### src/rtl/psram_pkg.sv
package psram_pkg;

    typedef enum logic [1:0] {
        OP_IDLE  = 2'd0,
        OP_READ  = 2'd1,
        OP_WRITE = 2'd2
    } op_e;

    function automatic logic chip_on(input logic ca_n, input logic cb, input logic cc_n);
        return (!ca_n) && cb && (!cc_n);
    endfunction

    function automatic op_e pick_op(input logic on, input logic wr_n);
        if (!on)  return OP_IDLE;
        if (wr_n) return OP_READ;
        return OP_WRITE;
    endfunction

endpackage

### src/rtl/psram_cmd.sv
module psram_cmd
    import psram_pkg::*;
#(
    parameter int ADDR_W  = 4,
    parameter int LANES   = 2,
    parameter int BURST_W = 2
) (
    input  logic              clk,
    input  logic              rst,
    input  logic              cke_n,
    input  logic              ce_a_n,
    input  logic              ce_b,
    input  logic              ce_c_n,
    input  logic              ld_n,
    input  logic              we_n,
    input  logic [LANES-1:0]  bw_n,
    input  logic [ADDR_W-1:0] addr,
    output op_e               s1_op,
    output logic [ADDR_W-1:0] s1_addr,
    output logic [LANES-1:0]  s1_be
);
    localparam logic [BURST_W-1:0] STEP = {{(BURST_W-1){1'b0}}, 1'b1};

    op_e               nxt_op;
    logic [ADDR_W-1:0] nxt_addr;

    always_comb begin
        nxt_addr = s1_addr;
        if (!ld_n) begin
            nxt_op   = pick_op(chip_on(ce_a_n, ce_b, ce_c_n), we_n);
            nxt_addr = addr;
        end else begin
            nxt_op = s1_op;
            nxt_addr[BURST_W-1:0] = s1_addr[BURST_W-1:0] + STEP;
        end
    end

    always_ff @(posedge clk) begin
        if (rst) begin
            s1_op   <= OP_IDLE;
            s1_addr <= '0;
            s1_be   <= '0;
        end else if (!cke_n) begin
            s1_op   <= nxt_op;
            s1_addr <= nxt_addr;
            s1_be   <= ~bw_n;
        end
    end
endmodule

### src/rtl/psram_wpipe.sv
module psram_wpipe
    import psram_pkg::*;
#(
    parameter int ADDR_W = 4,
    parameter int LANES  = 2
) (
    input  logic              clk,
    input  logic              rst,
    input  logic              cke_n,
    input  op_e               s1_op,
    input  logic [ADDR_W-1:0] s1_addr,
    input  logic [LANES-1:0]  s1_be,
    output logic              wr_phase,
    output logic              wr_en,
    output logic [ADDR_W-1:0] wr_addr,
    output logic [LANES-1:0]  wr_be
);
    op_e s2_op;

    always_ff @(posedge clk) begin
        if (rst) begin
            s2_op   <= OP_IDLE;
            wr_addr <= '0;
            wr_be   <= '0;
        end else if (!cke_n) begin
            s2_op   <= s1_op;
            wr_addr <= s1_addr;
            wr_be   <= s1_be;
        end
    end

    assign wr_phase = (s2_op == OP_WRITE);
    assign wr_en    = wr_phase && !cke_n;
endmodule

### src/rtl/psram_array.sv
module psram_array #(
    parameter int ADDR_W = 4,
    parameter int LANES  = 2,
    parameter int LANE_W = 9
) (
    input  logic                    clk,
    input  logic                    wr_en,
    input  logic                    fwd_en,
    input  logic [ADDR_W-1:0]       wr_addr,
    input  logic [LANES-1:0]        wr_be,
    input  logic [LANES*LANE_W-1:0] din,
    input  logic [ADDR_W-1:0]       rd_addr,
    output logic [LANES*LANE_W-1:0] rd_data
);
    localparam int DEPTH = 1 << ADDR_W;

    logic hit;
    assign hit = fwd_en && (wr_addr == rd_addr);

    for (genvar l = 0; l < LANES; l++) begin : g_lane
        logic [LANE_W-1:0] cells [DEPTH];

        always_ff @(posedge clk) begin
            if (wr_en && wr_be[l])
                cells[wr_addr] <= din[l*LANE_W +: LANE_W];
        end

        assign rd_data[l*LANE_W +: LANE_W] =
            (hit && wr_be[l]) ? din[l*LANE_W +: LANE_W] : cells[rd_addr];
    end
endmodule

### src/rtl/psram_out.sv
module psram_out
    import psram_pkg::*;
#(
    parameter int DATA_W = 18
) (
    input  logic              clk,
    input  logic              rst,
    input  logic              cke_n,
    input  logic              oe_n,
    input  op_e               s1_op,
    input  logic [DATA_W-1:0] rd_data,
    output logic [DATA_W-1:0] dout,
    output logic              dq_oe
);
    logic rd_q;

    always_ff @(posedge clk) begin
        if (rst) begin
            rd_q <= 1'b0;
            dout <= '0;
        end else if (!cke_n) begin
            rd_q <= (s1_op == OP_READ);
            if (s1_op == OP_READ)
                dout <= rd_data;
        end
    end

    assign dq_oe = rd_q && !oe_n;
endmodule

### src/rtl/psram_top.sv
module psram_top
    import psram_pkg::*;
#(
    parameter int ADDR_W  = 4,
    parameter int LANES   = 2,
    parameter int LANE_W  = 9,
    parameter int BURST_W = 2
) (
    input  logic                    clk,
    input  logic                    rst,
    input  logic                    cke_n,
    input  logic                    ce_a_n,
    input  logic                    ce_b,
    input  logic                    ce_c_n,
    input  logic                    ld_n,
    input  logic                    we_n,
    input  logic [LANES-1:0]        bw_n,
    input  logic                    oe_n,
    input  logic [ADDR_W-1:0]       addr,
    input  logic [LANES*LANE_W-1:0] din,
    output logic [LANES*LANE_W-1:0] dout,
    output logic                    dq_oe
);
    localparam int DATA_W = LANES * LANE_W;

    op_e               s1_op;
    logic [ADDR_W-1:0] s1_addr;
    logic [LANES-1:0]  s1_be;
    logic              wr_phase;
    logic              wr_en;
    logic [ADDR_W-1:0] wr_addr;
    logic [LANES-1:0]  wr_be;
    logic [DATA_W-1:0] rd_data;

    psram_cmd #(.ADDR_W(ADDR_W), .LANES(LANES), .BURST_W(BURST_W)) u_cmd (
        .clk(clk), .rst(rst), .cke_n(cke_n),
        .ce_a_n(ce_a_n), .ce_b(ce_b), .ce_c_n(ce_c_n),
        .ld_n(ld_n), .we_n(we_n), .bw_n(bw_n), .addr(addr),
        .s1_op(s1_op), .s1_addr(s1_addr), .s1_be(s1_be)
    );

    psram_wpipe #(.ADDR_W(ADDR_W), .LANES(LANES)) u_wpipe (
        .clk(clk), .rst(rst), .cke_n(cke_n),
        .s1_op(s1_op), .s1_addr(s1_addr), .s1_be(s1_be),
        .wr_phase(wr_phase), .wr_en(wr_en), .wr_addr(wr_addr), .wr_be(wr_be)
    );

    psram_array #(.ADDR_W(ADDR_W), .LANES(LANES), .LANE_W(LANE_W)) u_array (
        .clk(clk), .wr_en(wr_en), .fwd_en(wr_phase),
        .wr_addr(wr_addr), .wr_be(wr_be), .din(din),
        .rd_addr(s1_addr), .rd_data(rd_data)
    );

    psram_out #(.DATA_W(DATA_W)) u_out (
        .clk(clk), .rst(rst), .cke_n(cke_n), .oe_n(oe_n),
        .s1_op(s1_op), .rd_data(rd_data),
        .dout(dout), .dq_oe(dq_oe)
    );
endmodule

### config.mk
export PLATFORM = sky130hd
export DESIGN_NAME = psram_top
export DESIGN_NICKNAME = d
export VERILOG_FILES = /design/src/rtl/psram_pkg.sv /design/src/rtl/psram_cmd.sv /design/src/rtl/psram_wpipe.sv /design/src/rtl/psram_array.sv /design/src/rtl/psram_out.sv /design/src/rtl/psram_top.sv
export SDC_FILE = /design/constraint.sdc
export NUM_CORES = 1
export LEC_CHECK = 0
export ABC_AREA = 1
export CAP_MARGIN = 40
export CORE_ASPECT_RATIO = 1.25
export CORE_MARGIN = 10
export CORE_UTILIZATION = 60
export CTS_BUF_LIST = sky130_fd_sc_hd__clkbuf_8 sky130_fd_sc_hd__clkbuf_16
export DETAILED_ROUTE_END_ITERATION = 8
export DONT_BUFFER_PORTS = 1
export PLACE_DENSITY = 0.73
export SLEW_MARGIN = 0
export SYNTH_ARGS = -nofsm -noshare
export SYNTH_HDL_FRONTEND = slang
export SYNTH_HIERARCHICAL = 1
export SYNTH_SLANG_ARGS = --single-unit
### constraint.sdc
create_clock -name clk -period 2.1 [get_ports clk]
set_clock_uncertainty 0.05 [all_clocks]
set_input_delay 0.105 -clock clk [delete_from_list [all_inputs] [get_ports clk]]
set_output_delay 0.105 -clock clk [all_outputs]
set_load 0.02 [all_outputs]
==> flow_summary.ini, run 1 <==
[clock_tree]
clock_path_buffers = 3
worstSkewPairLatency_ns = 0.52
htree_levels = 2
cts_buffers = 34
cts_tree = built
cts_resized = 0
clockRootBuffer = clkbuf_16
post_cts_buffers = 0
cts.clk_slew.worst_paths_ns = 0.06
cts.sinks = 323

[power_and_ir_drop]
pwr-share-clk = 0.441
seqPwrFrac = 0.477
cell_internal_pwr_mw = 11.5
powerDensity_nw_per_um2 = 897
p_switching_mw = 3.32
combPwrFrac = 0.081
total_leakage_power_nw = 7.26
vdd_drop_max_uv = 894
swShare = 0.223

[routing]
via_per_inst = 5.36
drt-total-wl_mm = 35.5
drc_errors = 0
antenna_left = 0
wl_per_cell_um = 18.5
drt_iter0_markers = 1024
drt_pass1_iterations = 6
vias = 10300

[global_routing]
grt_overflow = 0
grt_max_degree = 76
grt_pass1_vias = 10300
antenna_found_initial = 0
track_usage = 0.235
grt_pass1_wl_mm = 56.3

[setup_path]
path_cells = buf_12 -> buf_4 -> nand2_1 -> nand3_1 -> nand3_1 -> nand3_1 -> nand2_1 -> nand2_1 -> nand2_1 -> nor2_1 -> nor2_1
reg2reg_slack_ns = 0.03
start_kind = register
path_max_fanout = 40
cp_common_cell = nand2_1
path_class = register to register
crit_family = simple AND/OR/NAND/NOR gates
endpoint_kind = register
critPathMaxStageDelay_ns = 0.38
cp_data_required_time_ns = 2.44
cp.arrival_ns = 2.41
cp_num_buf_inv = 2
crit_slowest_cell = dfxtp_4

[timing]
drv_slew = 0
finalSetupViolations = 0
slew_headroom = 0.447
fmax_ghz = 0.483
rsz0062_at_grt = no
period_share = 0.986
finalHoldWorstSlack_ns = 0.0854
period_minus_slack_ns = 2.07
finalSetupTns_ns = 0
layout_setup_ws_ns = 0.0295
hold_viol_final = 0
worstMarginPinSlew_ns = 0.827

[synthesis]
yosysUniqueCellTypes = 24
synthArstFlopShare = 0
synth-edff-count = 288
synthFlopType = edfxtp_1
ys_ff_latch = 323
synth_nets = 1546
yosys_warnings = 6
syn_area_per_cell_sq_um = 9.53
seq_area_frac_synth = 0.648
syn_area_sq_um = 14400
netlist_instances = 1513

[placed_design]
dpl_worst_slack_ns = 0.164
dpl_cell_area_sq_um = 14900
portBuffers = 0
gp_congestion = 0.870
hpwl_mm = 21.8

[layout]
final_nets = 1608
diodes = 0
area_delta_synth_final_pct = 14.9
final_common_cell = nand2_1
design_area_sq_um = 16600
fin_util = 0.698
final_layout_size_suffix_gt1_frac = 0.0856
mostFrequentLayoutCells = nand2_1 (492), edfxtp_1 (288), inv_1 (259), nand3_1 (219), nor2_1 (96)

[outcome]
status = complete, no violations

[die]
die-area_sq_um = 30700
core_area_sq_um = 23700
die_h_um = 193
ios = 52
core.rowCount = 63
die_w_um = 159
start_util = 0.608

[min_path]
hold_class = input pin to register

[job]
drv_cap = 0
worst register-to-register path: stages, from the launching register on:
cell and delay, ns:
dfxtp_4 0.38, buf_12 0.21, buf_4 0.33, nand2_1 0.10, nand3_1 0.09, nand3_1 0.18, nand3_1 0.18, nand2_1 0.08
nand2_1 0.05, nand2_1 0.06, nor2_1 0.15, nor2_1 0.08
metal layers:
layer  part of all wire  wire, um  track usage
met3              0.063      2230       0.0348
met5                  0         0            0
met1               0.37     13200        0.275
met4              0.052      1840        0.127
met2               0.52     18300        0.403
cell type report:
cell class | count | area [sq um]
clock buffer | 40 | 967
fill | 1724 | 7160
inverter | 264 | 993
timing repair buffer | 97 | 923
sequential | 323 | 9350
multi-input combinational | 855 | 3640
clock inverter | 21 | 279
tap | 325 | 407
state kept, by name (all words and copies together) (netlist names):
| register | flops |
|---|---|
| u_cmd/s1_op | 2 |
| u_out/dout | 18 |
| u_wpipe/wr_be | 2 |
| u_cmd/s1_addr | 4 |
| u_cmd/s1_be | 2 |
| u_out/rd_q | 1 |
| u_wpipe/s2_op | 2 |
| u_wpipe/wr_addr | 4 |
| u_array/g_lane.cells | 288 |
synth_stat cells (10+ instances only):
cell,n,area share
nand2_1,492,0.13
edfxtp_1,288,0.60
inv_1,254,0.066
nand3_1,219,0.076
nor2_1,96,0.025
dfxtp_1,35,0.049
buf_2,26,0.0090
nand4_1,19,0.0082
buf_4,12,0.0062
buf_6,12,0.0094
clkbuf_1,12,0.0031
inv_2,10,0.0026
cells by family after synthesis:
| kind of cell | Yosys count | synth area share |
|---|---|---|
| simple gates | 838 | 0.246 |
| buf+inv | 335 | 0.0988 |
| flops | 323 | 0.648 |
| compound gates | 16 | 0.00607 |
| xor+xnor | 1 | 0.000608 |
final timing paths:
| check | from | to | cells past startpoint |
|---|---|---|---|
| max | u_cmd/s1_addr[0] | u_out/dout[13] | 11 |
| min | cke_n | u_out/dout[3] | 4 |
| max reg2reg | u_cmd/s1_addr[0] | u_out/dout[13] | 11 |
| min reg2reg | u_cmd/s1_be[0] | u_wpipe/wr_be[0] | 2 |
power groups by stage:
stage / registers, mW / logic, mW / clock network (mW)
floorplan: 7.21 / 0.757 / 0
global placement: 7.23 / 1.01 / 0
detailed placement: 7.23 / 1.02 / 0
CTS: 7.10 / 1.19 / 6.63
global route: 7.10 / 1.34 / 6.88
finish: 7.10 / 1.21 / 6.56
through the flow:
step / instances / total power [mW]
global placement: 1826 / 8.24
detailed placement: 1826 / 8.25
global route: 1925 / 15.3
CTS: 1925 / 14.9
floorplan: 1513 / 7.97
finish: 1925 / 14.9
repair_timing:
action,CTS,global route
endpoints found under the setup margin,0,0
hold buffers,38,0
endpoints found under the hold margin,323,0
No activity file was read; power rests on OpenSTA's default activity.
==> inputs of run 2 (changes only) <==
- CORE_MARGIN: 10 -> not set
==> run 2 against run 1 <==
  * Non-clock buffer count is 3 lower
  * Core utilization is 0.71 points lower
  * Sequential share of layout area is 0.77 points higher
  * Critical path type is now input pin to register
  * Largest power group unchanged
  * Global-route usage is 4.6 points higher
==> flow_summary.ini, run 2 (same netlist as run 1, synthesis figures left out) <==
[min_path]
hold_start = cke_n
whs_path_depth = 3
holdPathEnd = u_out/rd_q
hold_class = input pin to register

[power_and_ir_drop]
power_mw = 14.1
powerDensity_nw_per_um2 = 864
total_leakage_power_nw = 7.17
vdd_drop_max_uv = 756

[layout]
final_nets = 1601
fillers = 1705
stdcell_count = 1884
mostFrequentLayoutCells = nand2_1 (492), edfxtp_1 (288), inv_1 (260), nand3_1 (219), nor2_1 (96)
diodes = 0
regMostFlops = u_array/g_lane.cells
largestRegisters = u_array/g_lane.cells x288, u_out/dout x18
largest_register_ffs = 288
final_common_cell = nand2_1
final_layout_size_suffix_gt1_frac = 0.0779
design_area_sq_um = 16300
area_delta_synth_final_pct = 13.4

[timing]
fmax_ghz = 0.505
period_minus_slack_ns = 1.98
hold_viol_final = 0
finalSetupTns_ns = 0
finalHoldWorstSlack_ns = 0.190
drv_slew = 0
finalSetupViolations = 0
rsz0062_at_grt = no
slew_headroom = 0.430
worstMarginPinSlew_ns = 0.853
period_share = 0.942

[setup_path]
cp_data_required_time_ns = 2.49
cp_num_buf_inv = 3
reg2regPathDepth = 10
rr_endpoint = u_out/dout[17]
crit_slowest_cell = dlygate4sd3_1
start_kind = input pin
reg2reg_slack_ns = 0.25
path_class = input pin to register
cp.arrival_ns = 2.36
r2r_start = u_cmd/s1_addr[0]
path_max_fanout = 19
endpoint_kind = register
critPathMaxStageDelay_ns = 1.09
crit_family = buffers and inverters
cp_common_cell = dlygate4sd3_1
path_cells = dlygate4sd3_1 -> inv_2 -> o21ai_0 -> a21oi_1 -> dlygate4sd3_1

[global_routing]
grt_pass1_vias = 10100
antenna_found_initial = 0
grt_pass1_wl_mm = 52.7
grt_max_degree = 68
grt_overflow = 0
track_usage = 0.281

[routing]
via_per_inst = 5.49
drt-total-wl_mm = 34.2
drc_errors = 0
vias = 10300
antenna_left = 0
drt_pass1_iterations = 6
drt_iter0_markers = 851
wl_per_cell_um = 18.1

[job]
drv_cap = 0

[clock_tree]
cts_buffers = 30
hold_buffers = 41
worstSkewPairLatency_ns = 0.56
clock_path_buffers = 3
cts.sinks = 323
clockRootBuffer = clkbuf_16
htree_levels = 1
cts_tree = built
cts_resized = 0
post_cts_buffers = 0
cts.clk_slew.worst_paths_ns = 0.06

[outcome]
status = complete, no violations

[placed_design]
hpwl_mm = 21.0
dpl_cell_area_sq_um = 14900
portBuffers = 0
dpl.cell_count = 1787
gp_congestion = 0.833

[die]
die_h_um = 175
start_util = 0.610
ios = 52
core_area_sq_um = 23600
die_w_um = 141
die-area_sq_um = 24700
core.rowCount = 63
-- run 2: cell types whose count changed in the layout (fill, tap and decap cells not counted) --
cell and delta:
dlygate4sd3_1 +3, buf_12 +1, inv_1 +1, clkbuf_8 -3
clkinvlp_4 -1, clkinv_2 +4, buf_4 -7, clkbuf_16 -6
clkinv_1 +1, inv_6 -1
-- run 2: through the flow --
stage	setup WS (ns)	util
after floorplan	0.337	-
after global placement	0.340	0.629
after detailed placement	0.274	0.629
after CTS	0.216	0.691
after global routing	0.0919	0.691
final	0.122	0.691
-- run 2: worst register-to-register path, cell delays in order, from the launching register on --
cell	delay, ns
dfxtp_4	0.38
buf_12	0.19
nand2_1	0.10
nand3_1	0.08
nor3_2	0.11
buf_4	0.28
nand3_4	0.18
nand2_1	0.11
nand2_1	0.06
nor2_1	0.12
nor2_1	0.08
-- run 2: worst max-delay path by stage --
| stage | startpoint | to | cells past startpoint |
|---|---|---|---|
| 3_5_place_dp | u_cmd/s1_addr[0] | u_out/dout[8] | 10 |
| 6_report | cke_n | u_cmd/s1_addr[0] | 5 |
| 2_1_floorplan | cke_n | u_array/g_lane[0].cells[10][0] | 6 |
| 4_1_cts | cke_n | u_cmd/s1_addr[0] | 6 |
| 3_3_place_gp | u_cmd/s1_addr[0] | u_out/dout[8] | 10 |
| 5_1_grt | cke_n | u_cmd/s1_addr[0] | 6 |
-- run 2: layout make-up --
| type | count | area, sq um | share of cell area |
|---|---|---|---|
| well taps | 292 | 365 | 0.0224 |
| multi-input cells | 855 | 3640 | 0.223 |
| flip-flops and latches | 323 | 9350 | 0.572 |
| inverters | 264 | 993 | 0.0608 |
| repair buffers | 94 | 921 | 0.0563 |
| clock inverters | 25 | 290 | 0.0178 |
| clock buffers | 31 | 776 | 0.0475 |
-- run 2: per-layer routing --
metal | wire length (um) | up-vias | global-route usage
li1 | - | 4932 | -
met1 | 12500 | 4892 | 0.331
met2 | 17900 | 417 | 0.511
met3 | 2290 | 98 | 0.0344
met4 | 1390 | 0 | 0.134
met5 | 0 | - | 0
-- run 2: power breakdown --
part           internal (mW)  switching (mW)
combinational          0.368           0.845
clock                   3.52            2.30
sequential              7.03          0.0618
==> inputs of run 3 (changes only) <==
- CORE_MARGIN: not set -> 5
- CORE_UTILIZATION: 60 -> 57
- CTS_CLUSTER_DIAMETER: not set -> 80
- PLACE_DENSITY: 0.73 -> 0.72
- clock period: 2.1 -> 1.75 ns (I/O delays scaled with it)
==> run 3 against run 2 <==
  * The flow now finishes with violations (setup timing)
  * Non-clock buffer count is 23 higher
  * Clock power is 16% higher
  * Design area is 3.2% higher
  * Routed wire length is 11% higher
  * Sequential share of layout area is 1.8 points lower
  * Count of clock-buffer cells in the layout is 4 higher
  * Core utilization is 2.0 points lower
  * Combinational power is 38% higher
  * Critical endpoint is now u_out/dout[14]
==> flow_summary.ini, run 3 (same netlist as run 1, synthesis figures left out) <==
[clock_tree]
cts_buffers = 34
clockRootBuffer = clkbuf_16
cts.sinks = 323
cts_tree = built
clock_path_buffers = 3
cts.clk_slew.worst_paths_ns = 0.07
worstSkewPairLatency_ns = 0.52
htree_levels = 2

[global_routing]
top_usage_layer = met2
track_usage = 0.249
grtUsageMet1 = 0.296
use_met3 = 0.0305
grt_overflow = 0
grt_pass1_vias = 10100
grt_use_met2 = 0.453
grt_max_degree = 56
grt_pass1_wl_mm = 55.7
antenna_found_initial = 2

[layout]
final_common_cell = nand2_1
regArea_sq_um = 9350
final_layout_size_suffix_gt1_frac = 0.107
fillers = 1852
largestRegisters = u_array/g_lane.cells x288, u_out/dout x18
stdcell_count = 1959
mostFrequentLayoutCells = nand2_1 (490), edfxtp_1 (288), inv_1 (262), nand3_1 (207), nor2_1 (91)
largest_register_ffs = 288
multi_input_area_sq_um = 3760
regMostFlops = u_array/g_lane.cells
final_nets = 1631
area_delta_synth_final_pct = 17.0

[power_and_ir_drop]
seqPwrFrac = 0.502
combPwrFrac = 0.099
total_leakage_power_nw = 7.41
powerDensity_nw_per_um2 = 1000
vdd_drop_max_uv = 1180
p_switching_mw = 4.03
cell_internal_pwr_mw = 12.9
pwr-share-clk = 0.399
swShare = 0.238
power_mw = 17.0

[timing]
finalSetupTns_ns = -0.0172
slew_headroom = 0.413
period_minus_slack_ns = 1.77
drv_slew = 0
worstMarginPinSlew_ns = 0.878
fmax_ghz = 0.566
hold_viol_final = 0
finalSetupViolations = 1
rsz0062_at_grt = yes
period_share = 1.01
layout_setup_ws_ns = -0.0172
finalHoldWorstSlack_ns = 0.0142

[routing]
via_per_inst = 5.46
wl_per_cell_um = 19.3
drt_pass1_iterations = 6
drt-total-wl_mm = 37.9
antenna_left = 0
drc_errors = 0
vias = 10700
drt_iter0_markers = 1118

[setup_path]
path_class = register to register
start_kind = register
endpoint_kind = register
cp.arrival_ns = 2.12
path_max_fanout = 31
cp_data_required_time_ns = 2.10

[min_path]
hold_class = input pin to register

[die]
core.rowCount = 65
start_util = 0.574
core_area_sq_um = 25100
ios = 52
die_h_um = 188
die_w_um = 152
die-area_sq_um = 28600

[placed_design]
gp_congestion = 0.907
hpwl_mm = 22.5
dpl_worst_slack_ns = -0.0499
dpl.cell_count = 1845
portBuffers = 0

[outcome]
violations = setup timing
status = finished, violations left

[job]
drv_cap = 0
[run 3: area by class of cell]
class | instances | area share
Clock inverter | 25 | 0.0103
Inverter | 264 | 0.0593
Tap cell | 335 | 0.0248
Multi-Input combinational cell | 858 | 0.223
Sequential cell | 323 | 0.554
Clock buffer | 35 | 0.0519
Timing Repair Buffer | 117 | 0.0758
Antenna cell | 2 | 0.000297
[run 3: timing repair]
action / in CTS / in global routing
hold buffers: 39 / 0
gates cloned: 0 / 9
setup buffers: 0 / 4
hold endpoints to repair: 323 / 0
gates resized for setup: 1 / 38
pin swaps: 0 / 11
setup endpoints to repair: 4 / 61
[run 3: metrics by stage]
step           area, sq um  utilization
2_1_floorplan        14400            -
4_1_cts              16500        0.658
3_3_place_gp         15100        0.600
5_1_grt              16900        0.671
3_5_place_dp         15100        0.600
6_report             16900        0.671
[run 3: layer usage]
metal	routed length, um	share of wire	vias to the layer above
met5	0	0	-
met4	1920	0.051	0
met3	2570	0.068	114
met2	19800	0.52	497
met1	13600	0.36	5076
li1	-	-	5006
[run 3: power groups by stage]
stage               Sequential, mW  Clock (mW)  Combinational [mW]
CTS                           8.51        6.86                1.51
floorplan                     8.65           0               0.908
detailed placement            8.68           0                1.30
finish                        8.52        6.76                1.67
global route                  8.52        7.21                1.80
global placement              8.67           0                1.28
[run 3: worst paths after layout]
kind                          from               end  slack, ns  cells past startpoint
setup / recovery  u_cmd/s1_addr[0]    u_out/dout[14]      -0.02                     11
hold / removal               cke_n     u_out/dout[9]       0.01                      4
setup reg to reg  u_cmd/s1_addr[0]    u_out/dout[14]      -0.02                     11
hold reg to reg     u_cmd/s1_be[0]  u_wpipe/wr_be[0]       0.47                      2
[run 3: worst max-delay path, cell delays in order, from the launching register on]
cell and delay [ns]:
dfxtp_4 0.40, inv_8 0.15, buf_12 0.20, nand2_1 0.08, nand3_1 0.10, nand3_1 0.14
nand3_1 0.17, nand2_1 0.07, nand2_1 0.05, nand2_1 0.04, nor2_1 0.10, nor2_1 0.07
